`config.mk`:
```
export PLATFORM = sky130hd
export DESIGN_NAME = ibr_bridge
export DESIGN_NICKNAME = d
export VERILOG_FILES = /design/src/rtl/ibr_pkg.sv /design/src/rtl/ibr_seq.sv /design/src/rtl/ibr_irq.sv /design/src/rtl/ibr_host_regs.sv /design/src/rtl/ibr_bridge.sv
export SDC_FILE = /design/constraint.sdc
export NUM_CORES = 1
export LEC_CHECK = 0
export ABC_AREA = 1
export BUFFER_PORTS_ARGS = -buffer_cell sky130_fd_sc_hd__buf_2
export CORE_ASPECT_RATIO = 1.2
export CORE_MARGIN = 8
export CORE_UTILIZATION = 50
export CTS_CLUSTER_DIAMETER = 50
export DETAILED_ROUTE_END_ITERATION = 10
export MAX_ROUTING_LAYER = met4
export PLACE_DENSITY = 0.79
export SLEW_MARGIN = 0
export SYNTH_ARGS = -nofsm -noshare
export SYNTH_HDL_FRONTEND = slang
export SYNTH_SLANG_ARGS = --single-unit
```
`constraint.sdc`:
```
create_clock -name clk -period 1.35 [get_ports clk]
set_input_delay 0.2025 -clock clk [delete_from_list [all_inputs] [get_ports clk]]
set_output_delay 0.2025 -clock clk [all_outputs]
set_load 0.05 [all_outputs]
```
`src/rtl/ibr_pkg.sv`:
```
package ibr_pkg;
  localparam int unsigned OFS_ID   = 'h00;
  localparam int unsigned OFS_CTRL = 'h04;
  localparam int unsigned OFS_LDAT = 'h08;
  localparam int unsigned OFS_UDAT = 'h0C;
  localparam int unsigned OFS_IEN  = 'h10;
  localparam int unsigned OFS_IFLG = 'h14;

  localparam int unsigned CB_BUSY = 31;
  localparam int unsigned CB_SIZE = 25;
  localparam int unsigned CB_DIR  = 24;
  localparam int unsigned CB_BEHI = 23;
  localparam int unsigned CB_BELO = 16;

  localparam int unsigned TA_W = 8;
  localparam int unsigned TD_W = 8;

  typedef struct packed {
    logic            size;
    logic            dir;
    logic [7:0]      be;
    logic [TA_W-1:0] addr;
  } ctrl_t;

  typedef enum logic {SQ_IDLE, SQ_WAIT} seq_st_t;
endpackage

```
`src/rtl/ibr_seq.sv`:
```
module ibr_seq
  import ibr_pkg::*;
(
  input  logic            clk,
  input  logic            rst,
  input  logic            launch,
  input  logic            launch_we,
  input  logic [TA_W-1:0] launch_addr,
  input  logic [TD_W-1:0] launch_data,
  input  logic            t_ack,
  output logic            busy,
  output logic            t_req,
  output logic            t_we,
  output logic [TA_W-1:0] t_addr,
  output logic [TD_W-1:0] t_wdata,
  output logic            xfer_done,
  output logic            rd_done
);
  seq_st_t st;

  always_ff @(posedge clk) begin
    if (rst) begin
      st      <= SQ_IDLE;
      t_we    <= 1'b0;
      t_addr  <= '0;
      t_wdata <= '0;
    end else begin
      case (st)
        SQ_IDLE: if (launch) begin
          st      <= SQ_WAIT;
          t_we    <= launch_we;
          t_addr  <= launch_addr;
          t_wdata <= launch_data;
        end
        SQ_WAIT: if (t_ack) st <= SQ_IDLE;
        default: st <= SQ_IDLE;
      endcase
    end
  end

  assign busy      = (st == SQ_WAIT);
  assign t_req     = (st == SQ_WAIT);
  assign xfer_done = (st == SQ_WAIT) && t_ack;
  assign rd_done   = xfer_done && !t_we;
endmodule

```
`src/rtl/ibr_irq.sv`:
```
module ibr_irq
  import ibr_pkg::*;
#(
  parameter int HA_W  = 5,
  parameter int IRQ_N = 2
) (
  input  logic             clk,
  input  logic             rst,
  input  logic             h_wen,
  input  logic [HA_W-1:0]  h_addr,
  input  logic [IRQ_N-1:0] h_wbits,
  input  logic [IRQ_N-1:0] set_ev,
  output logic [IRQ_N-1:0] flag,
  output logic [IRQ_N-1:0] en,
  output logic             irq
);
  logic wr_en, wr_flg;
  assign wr_en  = h_wen && (h_addr == HA_W'(OFS_IEN));
  assign wr_flg = h_wen && (h_addr == HA_W'(OFS_IFLG));

  for (genvar i = 0; i < IRQ_N; i++) begin : g_bit
    always_ff @(posedge clk) begin
      if (rst) begin
        flag[i] <= 1'b0;
        en[i]   <= 1'b0;
      end else begin
        if (set_ev[i])                    flag[i] <= 1'b1;
        else if (wr_flg && h_wbits[i])    flag[i] <= 1'b0;
        if (wr_en)                        en[i]   <= h_wbits[i];
      end
    end
  end

  always_ff @(posedge clk) begin
    if (rst) irq <= 1'b0;
    else     irq <= |(flag & en);
  end
endmodule

```
`src/rtl/ibr_host_regs.sv`:
```
module ibr_host_regs
  import ibr_pkg::*;
#(
  parameter int          HA_W     = 5,
  parameter int          IRQ_N    = 2,
  parameter logic [31:0] ID_VALUE = 32'h1B2D_0001
) (
  input  logic             clk,
  input  logic             rst,
  input  logic [HA_W-1:0]  h_addr,
  input  logic             h_wen,
  input  logic [31:0]      h_wdata,
  output logic [31:0]      h_rdata,
  input  logic             busy,
  input  logic             rd_done,
  input  logic [TD_W-1:0]  rd_byte,
  input  logic [IRQ_N-1:0] flag,
  input  logic [IRQ_N-1:0] en,
  output ctrl_t            ctrl,
  output logic             launch,
  output logic             launch_we,
  output logic [TA_W-1:0]  launch_addr,
  output logic [TD_W-1:0]  launch_data
);
  logic [31:0] ldat, udat;
  logic wr_ctrl, wr_ldat, wr_udat, go_rd, go_wr;

  assign wr_ctrl = h_wen && (h_addr == HA_W'(OFS_CTRL));
  assign wr_ldat = h_wen && (h_addr == HA_W'(OFS_LDAT));
  assign wr_udat = h_wen && (h_addr == HA_W'(OFS_UDAT));

  assign go_rd       = wr_ctrl && h_wdata[CB_DIR] && !busy;
  assign go_wr       = wr_ldat && !ctrl.dir && !busy;
  assign launch      = go_rd || go_wr;
  assign launch_we   = go_wr;
  assign launch_addr = go_rd ? h_wdata[TA_W-1:0] : ctrl.addr;
  assign launch_data = h_wdata[TD_W-1:0];

  always_ff @(posedge clk) begin
    if (rst) begin
      ctrl <= '0;
      ldat <= '0;
      udat <= '0;
    end else begin
      if (wr_ctrl && !busy)
        ctrl <= '{size: h_wdata[CB_SIZE], dir: h_wdata[CB_DIR],
                  be: h_wdata[CB_BEHI:CB_BELO], addr: h_wdata[TA_W-1:0]};
      if (rd_done)
        ldat <= {{(32-TD_W){1'b0}}, rd_byte};
      else if (wr_ldat && !busy)
        ldat <= h_wdata;
      if (wr_udat)
        udat <= h_wdata;
    end
  end

  always_ff @(posedge clk) begin
    if (rst) h_rdata <= '0;
    else begin
      case (h_addr)
        HA_W'(OFS_ID):   h_rdata <= ID_VALUE;
        HA_W'(OFS_CTRL): h_rdata <= {busy, 5'b0, ctrl.size, ctrl.dir, ctrl.be,
                                     {(16-TA_W){1'b0}}, ctrl.addr};
        HA_W'(OFS_LDAT): h_rdata <= ldat;
        HA_W'(OFS_UDAT): h_rdata <= udat;
        HA_W'(OFS_IEN):  h_rdata <= {{(32-IRQ_N){1'b0}}, en};
        HA_W'(OFS_IFLG): h_rdata <= {{(32-IRQ_N){1'b0}}, flag};
        default:         h_rdata <= '0;
      endcase
    end
  end
endmodule

```
`src/rtl/ibr_bridge.sv`:
```
module ibr_bridge
  import ibr_pkg::*;
#(
  parameter int          HA_W     = 5,
  parameter logic [31:0] ID_VALUE = 32'h1B2D_0001
) (
  input  logic            clk,
  input  logic            rst,
  input  logic [HA_W-1:0] h_addr,
  input  logic            h_wen,
  input  logic [31:0]     h_wdata,
  output logic [31:0]     h_rdata,
  output logic            t_req,
  output logic            t_we,
  output logic [7:0]      t_addr,
  output logic [7:0]      t_wdata,
  input  logic [7:0]      t_rdata,
  input  logic            t_ack,
  input  logic            t_irq,
  output logic            irq
);
  localparam int IRQ_N = 2;

  ctrl_t            ctrl;
  logic             busy, launch, launch_we, xfer_done, rd_done;
  logic [TA_W-1:0]  launch_addr, ctrl_addr;
  logic [TD_W-1:0]  launch_data;
  logic [IRQ_N-1:0] flag, irq_en;

  assign ctrl_addr = ctrl.addr;

  ibr_host_regs #(.HA_W(HA_W), .IRQ_N(IRQ_N), .ID_VALUE(ID_VALUE)) u_regs (
    .clk(clk), .rst(rst), .h_addr(h_addr), .h_wen(h_wen), .h_wdata(h_wdata),
    .h_rdata(h_rdata), .busy(busy), .rd_done(rd_done), .rd_byte(t_rdata),
    .flag(flag), .en(irq_en), .ctrl(ctrl), .launch(launch),
    .launch_we(launch_we), .launch_addr(launch_addr), .launch_data(launch_data)
  );

  ibr_seq u_seq (
    .clk(clk), .rst(rst), .launch(launch), .launch_we(launch_we),
    .launch_addr(launch_addr), .launch_data(launch_data), .t_ack(t_ack),
    .busy(busy), .t_req(t_req), .t_we(t_we), .t_addr(t_addr),
    .t_wdata(t_wdata), .xfer_done(xfer_done), .rd_done(rd_done)
  );

  ibr_irq #(.HA_W(HA_W), .IRQ_N(IRQ_N)) u_irq (
    .clk(clk), .rst(rst), .h_wen(h_wen), .h_addr(h_addr),
    .h_wbits(h_wdata[IRQ_N-1:0]), .set_ev({t_irq, xfer_done}),
    .flag(flag), .en(irq_en), .irq(irq)
  );
endmodule

```
=== After elaboration in Yosys (flattened, before gate mapping) ===
Cells that the tools add are included.

* Equal/unequal tests: 5
* Muxes and demuxes: 11
* Bitwise operators: 2
* Reduce and logical (&&, ||, !) cells: 26

{| class="wikitable"
|+ Operators with widths
! kind !! count
|-
| 32-bit one-hot mux with 6 select lines || 1
|-
| 8-bit 2-to-1 mux || 3
|-
| 1-bit logical AND || 15
|-
| 5-bit by 4-bit equality test with 1-bit output, second input constant || 2
|-
| 5-bit equality test, second input constant || 2
|-
| 1-bit 2-to-1 mux || 6
|-
| 2-bit nonzero test || 3
|-
| 5-bit by 3-bit equality test with 1-bit output, second input constant || 1
|-
| 5-bit zero test || 1
|-
| 2-bit OR reduction || 2
|-
| 1-bit zero test || 3
|-
| 2-bit AND || 1
|-
| 1-bit one-hot mux with 2 select lines || 1
|-
| 2-bit AND reduction || 1
|-
| 1-bit logical OR || 1
|-
| 1-bit NOT || 1
|}

* Register bits: 137
* Logic and storage cells: 61

=== Longest topological paths before layout ===
* Word-level depth: 7
* Gate-level depth with buffers: 10
* Mapped depth without buffers: 8

=== Modules after synthesis ===
A second synthesis with hierarchy kept.

* Cells, all modules: 787
* Area, all modules: 5669.2 µm²

{| class="wikitable"
|+ By module, submodules not included
! module !! instances !! cells an instance !! area an instance (µm²)
|-
| ibr_host_regs || 1 || 632 || 4624.4
|-
| ibr_seq || 1 || 118 || 793.3
|-
| ibr_irq || 1 || 37 || 251.5
|}

=== Worst setup path before layout ===
No wires, ideal clock.

* Path kind: register -> register
* Start: reg u_seq.st (netlist: u_seq.busy)
* End: reg u_regs.ldat[5]
* Setup time: 0.132 ns
* Arrival time: 1.518 ns
* Data required time: 1.218 ns
* Slack: -0.300 ns
* Stages on the path, launching flop included: 7
* Buffers on the path: 1
* Period minus slack after synthesis: 1.650 ns
* Path through: dfxtp_1 -> nand2_1 -> nor2_2 -> clkbuf_1 -> o21ai_1 -> o21ai_0 -> a21oi_1

* Longest elaborated chain between the ends: 3
* Elaborated cells on any way between the ends: 6
* Those cells by class: mux: 1; reduce/logical: 5

{| class="wikitable"
|+ RTL lines
! what !! line !! text
|-
| start: declaration || ibr_seq.sv:19 || <nowiki>seq_st_t st;</nowiki>
|-
| start signal: assignment || ibr_seq.sv:23 || <nowiki>st <= SQ_IDLE;</nowiki>
|-
| start signal: assignment || ibr_seq.sv:30 || <nowiki>st <= SQ_WAIT;</nowiki>
|-
| start signal: assignment || ibr_seq.sv:35 || <nowiki>SQ_WAIT: if (t_ack) st <= SQ_IDLE;</nowiki>
|-
| 1-bit logical AND / 1-bit zero test (equally long branches) || ibr_seq.sv:43, ibr_host_regs.sv:50 ||
|-
| 1-bit logical AND, on equally long branches || ibr_seq.sv:44, ibr_host_regs.sv:50 ||
|-
| 8-bit 2-to-1 mux / 2-bit nonzero test (equally long branches) || -- ||
|-
| end signal: assignment || ibr_host_regs.sv:49 || <nowiki>ldat <= {{(32-TD_W){1'b0}}, rd_byte};</nowiki>
|-
| end signal: assignment || ibr_host_regs.sv:51 || <nowiki>ldat <= h_wdata;</nowiki>
|-
| end: declaration || ibr_host_regs.sv:25 || <nowiki>logic [31:0] ldat, udat;</nowiki>
|}

Several ways; a longest one is shown, not always the timed one.
A chain may end at the register's enable or synchronous reset.

=== Worst setup path in the final report ===
* Start: reg u_seq.st (netlist: u_seq.busy)
* End: reg u_regs.ldat[2]

The elaborated chain is that of the path after synthesis.

==> results by stage <==
Die:
- The initial core utilization is 51.4%.
- The die span in y is 130 µm.
- The horizontal die dimension is 111 µm.
- The area inside the core boundary is 10600 µm².
- The total number of placement rows is 41.
- 101 I/O pins were placed.
- The overall die area is 14500 µm².

Worst setup path:
- The end of the worst register-to-register path is u_regs.ldat[2]$_SDFFE_PP0P_.
- The startpoint of the most critical register-to-register path is u_seq.busy$_SDFF_PP0_.
- By instance count, the cell type seen most on the critical path is o21ai_0.
- The worst path required time is 1.69 ns.
- The worst setup path is of the reg2reg kind.
- The critical path capture point is u_regs.ldat[2]$_SDFFE_PP0P_.
- The family with the most delay on the worst path is compound AO/OA/AOI/OAI gates.
- At the worst endpoint, the arrival time is 1.64 ns.
- The setup slack of the worst register-to-register path is 0.05 ns.
- The logic depth of the worst setup path including buffers is 7.
- Tracing the worst setup path back leads to its startpoint at u_seq.busy$_SDFF_PP0_.
- Of all nets on the critical path, the largest fanout is 17.
- The worst reg-to-reg path cell count is 7.
- The total buffers and inverters traversed by the critical path is 1.
- Traced cell by cell, the critical path runs through nand2_2, nor2_4, buf_8, nand2_1, o21ai_0, o21ai_0, a21oi_1.
- STA classifies the critical path endpoint as a register.
- The startpoint kind of the worst setup timing path is a register.
- The slowest stage of the critical path is the dfxtp_4 cell.
- The longest individual stage delay on the worst path is 0.37 ns.

Finish:
- In the final layout, the multi-input gates occupy 2300 µm².
- Compared with the post-synthesis result, the final layout area differs by 27.8%.
- After routing the design area is 6930 µm².
- In the final layout, the share of cells above drive strength 1 is 22.2%.
- The number of antenna cells inserted is 0.
- The sequential cells in the finished layout cover a total of 2750 µm².
- The final cell utilization of the core is 65.6%.
- The final layout contains 902 nets.
- Counting the fill cells in the layout gives 923.

STA:
- The count of endpoints failing setup in the final report is 0.
- Adding up every negative setup slack in the final design gives 0 ns.
- For the pin with the worst max-slew slack, the measured transition is 0.276 ns.
- The smallest clock period supported by the final layout is computed as 1.30 ns.
- Across all hold checks on the routed design, the worst slack comes to 0.0297 ns.
- The number of pins exceeding their max-slew limit in the final report is 0.
- The number of hold violations in the final report was 0.
- The largest clock skew in the final design is 0.00899 ns.
- Static timing analysis puts the maximum clock frequency at 770 MHz.
- The final critical path takes up 96.2% of the cycle.
- The worst pin sits at a relative slew slack of 81.6%.
- Setup repair after global routing left no endpoint under its margin.

Synth:
- After synthesis, the mean cell area works out to 7.39 µm².
- The Yosys warning count is 0.
- The synthesized netlist net count is 784.
- Synthesis handed over a netlist of 734 instances.
- The mapped netlist covers 5430 µm².
- The number of distinct library cells after synthesis is 24.
- The sequential area share after synthesis is 50.5%.
- The total of flip-flops plus latches after synthesis is 137.

Place:
- The congestion estimate from routability-driven global placement came to 0.835.
- The post-detailed-placement half-perimeter wirelength is 9700 µm.
- The cell area after placement is 6300 µm².
- During placement, the flow inserted port buffers numbering 100.

Route:
- The first TritonRoute pass finished after 4 iterations.
- The number of remaining DRC errors is 0.
- The final layout contains routed wiring with a total length of 14100 µm.
- The number of nets with antenna violations after detailed routing is 0.
- In the routed layout, each cell is associated on average with a via count of 5.08.
- In the final routed layout, each cell accounts on average for 14.2 µm.
- The number of DRC violations after detailed-routing iteration 0 is 331.
- Detailed routing inserted a total of 5048 vias.

Global route:
- Global routing finished with a remaining overflow of 0.
- Entering global routing, the biggest net connects 41 pins.
- The number of antenna violations at the first check in global routing is 0.
- The number of global-route vias before repair is 4987.
- The total global routing track utilization is 20.3%.
- The first global-routing pass estimated 23600 µm of wire.

Clock tree:
- The cell chosen for the clock root is clkbuf_16.
- The number of buffers inserted by post-CTS setup repair is 0.
- The number of CTS-inserted buffers is 17.
- The clock net in this run drives a total of 137 sinks.
- TritonCTS built the clock tree.
- The post-CTS clock slew at the launch and capture registers of the worst setup and hold paths is 0.06 ns.
- The buffer depth of the longest clock path is 2.
- The number of H-tree levels is 4.
- The source-to-sink clock delay at the later pin of the worst-skew pair is 0.42 ns.

Hold path:
- The path type of the worst min-delay path is in2reg.

Power:
- The power density of the placed cells is 1330 nW/µm².
- IR analysis of the VDD net gives a maximum drop of 0.934 mV.
- The analysis attributes to cell leakage a power of 0.00331 µW.

Flow run:
- The total of max-cap violations is 0.

Status:
- The flow ran to the end, and the final reports show no timing, DRC or antenna violations.
==> cell usage after synthesis (all sizes together) <==
| library cell | number | area, µm² |
|---|---|---|
| a21oi | 66 | 330 |
| o21ai | 92 | 460 |
| nand3 | 23 | 145 |
| buf | 25 | 145 |
| nand2 | 150 | 568 |
| a21boi | 1 | 7.51 |
| inv | 49 | 184 |
| nand3b | 16 | 120 |
| nand4 | 9 | 56.3 |
| nor2 | 141 | 559 |
| dfxtp | 137 | 2740 |
| o211ai | 4 | 30.0 |
| clkinv | 1 | 3.75 |
| clkbuf | 20 | 75.1 |
==> worst min path at each step <==
stage                start                            to  slack (ns)  depth (start not counted)
3_5_place_dp         t_irq    u_irq.flag[1]$_SDFFE_PP0P_        0.42                          3
2_1_floorplan        t_irq    u_irq.flag[1]$_SDFFE_PP0P_        0.32                          2
6_report       h_wdata[27]  u_regs.udat[27]$_SDFFE_PP0P_        0.03                          3
3_3_place_gp         t_irq    u_irq.flag[1]$_SDFFE_PP0P_        0.41                          3
5_1_grt        h_wdata[27]  u_regs.udat[27]$_SDFFE_PP0P_        0.03                          3
4_1_cts        h_wdata[29]  u_regs.udat[29]$_SDFFE_PP0P_        0.01                          3
==> worst min-delay path, delay by kind of cell <==
kind | cells | cell delay, ns
buf+inv | 1 | 0.09
simple gates | 2 | 0.12
==> cells in the final DEF (no fill, tap or decap), types with 2 or more instances in the layout <==
master      instances
a21oi_1            66
buf_12              8
buf_2              99
buf_4              34
bufinv_16           3
clkbuf_16          17
clkinv_2            5
clkinvlp_4          4
dfxtp_1           135
inv_1              46
inv_2               3
nand2_1           147
nand2_2             3
nand3_1            20
nand3_4             2
nand3b_1           16
nand4_1             9
nor2_1            134
nor2_4              6
o211ai_1            4
o21ai_0            89
o21ai_1             3
==> sequential cells by signal, indices dropped and copies added, names as in the netlist <==
register,count
u_regs.h_rdata,32
u_regs.ldat,32
u_regs.udat,32
u_regs.ctrl,18
u_seq.t_addr,8
u_seq.t_wdata,8
u_irq.en,2
u_irq.flag,2
u_irq.irq,1
u_seq.busy,1
u_seq.t_we,1
==> through the flow <==
step	worst slack [ns]	std cells	power [µW]
2_1_floorplan	0.00755	734	4460
3_3_place_gp	-0.0197	961	4680
3_5_place_dp	-0.0796	961	4680
4_1_cts	0.00471	993	9290
5_1_grt	0.0100	993	9520
6_report	0.0519	993	9240
==> layout make-up <==
class                      instances  share of cell area (%)
tap                              129                    2.33
clock inverter                    13                    2.22
timing repair buffer             144                    13.7
multi-input combinational        502                    33.1
clock buffer                      18                    6.33
inverter                          50                    2.71
sequential                       137                    39.6
==> layer usage <==
| layer | track usage (%) | up-vias | part of all wire [%] |
|---|---|---|---|
| li1 | - | 2596 | - |
| met1 | 23.0 | 2265 | 43 |
| met2 | 33.4 | 175 | 49 |
| met3 | 6.34 | 12 | 6.3 |
| met4 | 7.31 | 0 | 1.2 |
| met5 | - | - | 0 |
==> where the power goes <==
part           switching (µW)  total (µW)  internal [µW]
clock network            1710        4630           2920
logic                     316         495            179
registers                24.5        4120           4090
total                    2050        9240           7190
==> what timing repair did <==
item	CTS	global route
hold buffers	1	0
setup endpoints to repair	3	16
hold endpoints to repair	1	0
gates resized for setup	3	4
pin swaps	0	1
==> cells by family (layout without fill, tap and decap cells) <==
| kind of cell | Yosys count | in the layout | synth area share [%] |
|---|---|---|---|
| buf+inv | 95 | 225 | 7.51 |
| compound gates | 163 | 163 | 15.3 |
| simple gates | 339 | 339 | 26.7 |
| flops | 137 | 137 | 50.5 |
(Power assumes the default switching activity.)
